### src/rtl/i2c_sda_pkg.sv
package i2c_sda_pkg;
  localparam int unsigned DLY_W       = 3;
  localparam int unsigned FRAME_BITS  = 9;
  localparam int unsigned BCNT_W      = $clog2(FRAME_BITS + 1);
  typedef logic [DLY_W-1:0] dly_code_t;
endpackage

### src/rtl/i2c_sda_dly.sv
module i2c_sda_dly #(
  parameter int unsigned DLY_W = 3
) (
  input  logic             clk_i,
  input  logic             rst_ni,
  input  logic             scl_fall_i,
  input  logic             tx_bit_i,
  input  logic             dly_en_i,
  input  logic [DLY_W-1:0] dly_code_i,
  input  logic             div_tick_i,
  output logic             lvl_o
);
  logic             pend_q;
  logic             bit_q;
  logic [DLY_W-1:0] cnt_q;
  logic             bypass;

  assign bypass = !dly_en_i || (dly_code_i == '0);

  always_ff @(posedge clk_i or negedge rst_ni) begin
    if (!rst_ni) begin
      lvl_o  <= 1'b1;
      pend_q <= 1'b0;
      bit_q  <= 1'b1;
      cnt_q  <= '0;
    end else if (scl_fall_i) begin
      if (bypass) begin
        lvl_o  <= tx_bit_i;
        pend_q <= 1'b0;
      end else begin
        pend_q <= 1'b1;
        bit_q  <= tx_bit_i;
        cnt_q  <= dly_code_i;
      end
    end else if (pend_q && div_tick_i) begin
      if (cnt_q == DLY_W'(1)) begin
        lvl_o  <= bit_q;
        pend_q <= 1'b0;
      end else begin
        cnt_q <= cnt_q - 1'b1;
      end
    end
  end
endmodule

### src/rtl/i2c_sda_arb.sv
module i2c_sda_arb (
  input  logic clk_i,
  input  logic rst_ni,
  input  logic scl_rise_i,
  input  logic sda_in_i,
  input  logic lvl_i,
  input  logic byte_start_i,
  input  logic arb_clr_i,
  output logic lost_o,
  output logic col_o,
  output logic hold_o
);
  logic det;

  // only a released line can lose; a held-off line is not re-checked
  assign det = scl_rise_i && lvl_i && !hold_o && !sda_in_i;

  always_ff @(posedge clk_i or negedge rst_ni) begin
    if (!rst_ni) begin
      lost_o <= 1'b0;
      col_o  <= 1'b0;
      hold_o <= 1'b0;
    end else begin
      col_o  <= det;
      lost_o <= det || (lost_o && !arb_clr_i);
      hold_o <= det || (hold_o && !byte_start_i);
    end
  end
endmodule

### src/rtl/i2c_scl_wait.sv
module i2c_scl_wait #(
  parameter int unsigned FRAME_BITS = 9,
  parameter int unsigned BCNT_W     = 4
) (
  input  logic clk_i,
  input  logic rst_ni,
  input  logic scl_fall_i,
  input  logic byte_start_i,
  input  logic cwait_en_i,
  output logic hold_o
);
  localparam logic [BCNT_W-1:0] LAST = BCNT_W'(FRAME_BITS);
  localparam logic [BCNT_W-1:0] PREV = BCNT_W'(FRAME_BITS - 1);

  logic [BCNT_W-1:0] cnt_q;
  logic              last_fall;

  assign last_fall = scl_fall_i && !byte_start_i && (cnt_q == PREV);

  always_ff @(posedge clk_i or negedge rst_ni) begin
    if (!rst_ni) begin
      cnt_q  <= '0;
      hold_o <= 1'b0;
    end else begin
      if (byte_start_i)                    cnt_q <= '0;
      else if (scl_fall_i && cnt_q != LAST) cnt_q <= cnt_q + 1'b1;
      hold_o <= cwait_en_i && (hold_o || last_fall);
    end
  end
endmodule

### src/rtl/i2c_sda_drv.sv
module i2c_sda_drv
  import i2c_sda_pkg::*;
(
  input  logic            clk_i,
  input  logic            rst_ni,
  input  logic            tx_bit_i,
  input  logic            scl_fall_i,
  input  logic            scl_rise_i,
  input  logic            sda_in_i,
  input  logic            dly_en_i,
  input  logic [DLY_W-1:0] dly_code_i,
  input  logic            div_tick_i,
  input  logic            byte_start_i,
  input  logic            cwait_en_i,
  input  logic            arb_clr_i,
  output logic            sda_oe_o,
  output logic            scl_oe_o,
  output logic            arb_lost_o,
  output logic            bus_col_o
);
  logic sda_lvl;
  logic lost_hold;

  i2c_sda_dly #(.DLY_W(DLY_W)) u_dly (
    .clk_i      (clk_i),
    .rst_ni     (rst_ni),
    .scl_fall_i (scl_fall_i),
    .tx_bit_i   (tx_bit_i),
    .dly_en_i   (dly_en_i),
    .dly_code_i (dly_code_i),
    .div_tick_i (div_tick_i),
    .lvl_o      (sda_lvl)
  );

  i2c_sda_arb u_arb (
    .clk_i        (clk_i),
    .rst_ni       (rst_ni),
    .scl_rise_i   (scl_rise_i),
    .sda_in_i     (sda_in_i),
    .lvl_i        (sda_lvl),
    .byte_start_i (byte_start_i),
    .arb_clr_i    (arb_clr_i),
    .lost_o       (arb_lost_o),
    .col_o        (bus_col_o),
    .hold_o       (lost_hold)
  );

  i2c_scl_wait #(.FRAME_BITS(FRAME_BITS), .BCNT_W(BCNT_W)) u_wait (
    .clk_i        (clk_i),
    .rst_ni       (rst_ni),
    .scl_fall_i   (scl_fall_i),
    .byte_start_i (byte_start_i),
    .cwait_en_i   (cwait_en_i),
    .hold_o       (scl_oe_o)
  );

  assign sda_oe_o = !sda_lvl && !lost_hold;
endmodule

### config.mk
export PLATFORM = sky130hd
export DESIGN_NAME = i2c_sda_drv
export DESIGN_NICKNAME = d
export VERILOG_FILES = /design/src/rtl/i2c_sda_pkg.sv /design/src/rtl/i2c_sda_dly.sv /design/src/rtl/i2c_sda_arb.sv /design/src/rtl/i2c_scl_wait.sv /design/src/rtl/i2c_sda_drv.sv
export SDC_FILE = /design/constraint.sdc
export NUM_CORES = 1
export LEC_CHECK = 0
export BUFFER_PORTS_ARGS = -buffer_cell sky130_fd_sc_hd__buf_2
export CAP_MARGIN = 20
export CORE_MARGIN = 2
export CORE_UTILIZATION = 55
export DETAILED_ROUTE_END_ITERATION = 10
export PLACE_DENSITY = 0.85
export SETUP_SLACK_MARGIN = 0.4
export SYNTH_ARGS = -nofsm -noshare
export SYNTH_HDL_FRONTEND = slang
export SYNTH_SLANG_ARGS = --single-unit
### constraint.sdc
create_clock -name clk_i -period 3.2 [get_ports clk_i]
set_input_delay 0.16 -clock clk_i [delete_from_list [all_inputs] [get_ports clk_i]]
set_output_delay 0.16 -clock clk_i [all_outputs]
set_load 0.01 [all_outputs]
==> out/results.ini <==
[grt]
grt-ovfl-total = 0
grtUsageTotal_pct = 20.4
grt_max_degree = 15
grt_pass1_vias = 633
antenna_found_initial = 0
grt_pass1_wl_um = 2640

[worst_setup_path]
worstPathMaxFanout = 4
end_kind = flip-flop
critical_path_class = reg -> reg
start_kind = flip-flop
cp.arrival_ps = 1600
r2r_slack_ps = 1810
cp.required_ps = 3400

[floorplanning]
dieArea_um2 = 1730
rows = 13
ios = 18
die_y_um = 41.6
dieWidth_um = 41.6
start_util_pct = 59.6
coreArea_um2 = 1300

[clock_network]
cts_buffers = 3
root_buffer = clkbuf_4
cts_setup_buffers = 0
holdBufCountCts = 1
htree_levels = 1
clk_pin_slew_worst_paths_ps = 90
clock_latency_ps = 280
post_cts_resized = 0
cts_tree = yes
cts.path.max_buffers = 2
cts_sinks = 14

[sta]
clock_skew_ps = 6.83
final.setup.tns_ps = 0
finalHoldViolCount = 0
final_max_slew_viol_count = 0
rsz0062_at_grt = no
relSlewSlack_pct = 71.4
min_period_ps = 1390
setup_viol = 0
fmax_mhz = 717
timing.final.crit_share_pct = 43.6
worst_pin_slew_ps = 429
whs_ps = 57.9

[synthesis]
ys_ff_latch = 14
synth.distinct_cells = 30
synth.avg_cell_area_um2 = 10.2
yosys_warnings = 0
syn_nets = 95
synthCells = 76
seq_area_frac_synth_pct = 45.5
syn_area_um2 = 776

[pwr]
p_leak_uw = 0.000453
peakVddDrop_mv = 0.491
power_uw = 489
power.density_nw_per_um2 = 532

[cells_and_area]
nNetsFinal = 117
area_delta_synth_final_pct = 18.4
final_layout_size_suffix_gt1_share_pct = 25.8
finish.instance_area_um2 = 918
layout_common_cells = buf_2, dfrtp_1, inv_1
antennaDiodeCount = 0
layout_commonest_cell = buf_2

[routing]
ant_nets = 0
routed_via_density = 5.63
via_count = 630
wl_per_cell_um = 13.8
drt_iter0_drc = 3
drc = 0
routed_wl_um = 1550
dr.pass1.iters = 3

[placement]
placed_area_um2 = 872
dp_hpwl_um = 1100
gp_congestion = 0.768
port_buffers = 17

[status]
status = finished clean

[flow_run]
cap_violations = 0

[hold_path]
min_path_type = in -> reg

metrics by stage:
stage	utilization, %	setup WS (ps)	instances
3_3_place_gp	67.0	1890	107
5_1_grt	70.6	1640	112
2_1_floorplan	-	1920	76
3_5_place_dp	67.0	1820	107
4_1_cts	70.6	1800	112
6_report	70.6	1810	112
cell usage after synthesis, drive strengths merged:
library cell  number  area (um2)
dfrtp             12         300
inv               10        37.5
o21ai              8        40.0
a21oi              5        25.0
ha                 5        62.6
nor2               5        18.8
nand3              3        15.0
and3b              2        17.5
dfstp              2        52.6
nand3b             2        15.0
nand4              2        12.5
o21a               2        15.0
a21o               1        7.51
a221oi             1        8.76
a22o               1        8.76
a32o               1        10.0
and4b              1        10.0
buf                1        7.51
mux2               1        11.3
mux2i              1        10.0
nand2              1        3.75
nand2b             1        6.26
nand4b             1        8.76
nor2b              1        6.26
nor3               1        5.00
nor4b              1        8.76
o221ai             1        8.76
o311ai             1        26.3
o31ai              1        7.51
xor2               1        8.76
cell families after synthesis:
kind of cell | synth area share [%]
mux | 2.74
fa+ha+maj | 8.06
simple gates | 16.5
buf+inv | 5.81
xor+xnor | 1.13
flops | 45.5
compound gates | 20.3
per-layer routing:
| layer | GRT usage (%) | wire length [um] |
|---|---|---|
| met5 | 0 | 0 |
| met4 | 6.45 | 18 |
| met3 | 8.26 | 77 |
| met2 | 34.4 | 765 |
| met1 | 23.4 | 686 |
state kept, by name, indices dropped and copies added, names as in the netlist:
| register | cells |
|---|---|
| u_arb.col_o | 1 |
| u_arb.hold_o | 1 |
| u_arb.lost_o | 1 |
| u_dly.bit_q | 1 |
| u_dly.cnt_q | 3 |
| u_dly.lvl_o | 1 |
| u_dly.pend_q | 1 |
| u_wait.cnt_q | 4 |
| u_wait.hold_o | 1 |
power by group:
group / internal [uW] / switching [uW] / total, uW
sequential: 210 / 24.3 / 234
combinational: 58.0 / 69.7 / 128
clock: 69.2 / 57.4 / 127
critical path, cell delays in order (launching register included):
cell     delay (ps)
dfrtp_1         360
inv_1            90
ha_1            180
nor2b_1         290
o21a_1          220
mux2i_1         190
worst paths after layout:
path,from,end,cells past startpoint
max,u_dly.cnt_q[1],u_dly.cnt_q[1],5
min,arb_clr_i,u_arb.lost_o,2
min reg2reg,u_dly.cnt_q[0],u_dly.cnt_q[0],1
min in group asynchronous,rst_ni,u_wait.hold_o,2
max in group asynchronous,rst_ni,u_dly.lvl_o,2
max reg2reg,u_dly.cnt_q[1],u_dly.cnt_q[1],5
area by class of cell:
class	count	area, um2
Multi-Input combinational cell	51	378
Tap cell	15	18.8
Inverter	10	37.5
Sequential cell	14	353
Timing Repair Buffer	18	95.1
Clock buffer	4	36.3
Fill cell	103	383
Note: power is estimated with default switching activity, not from simulation.
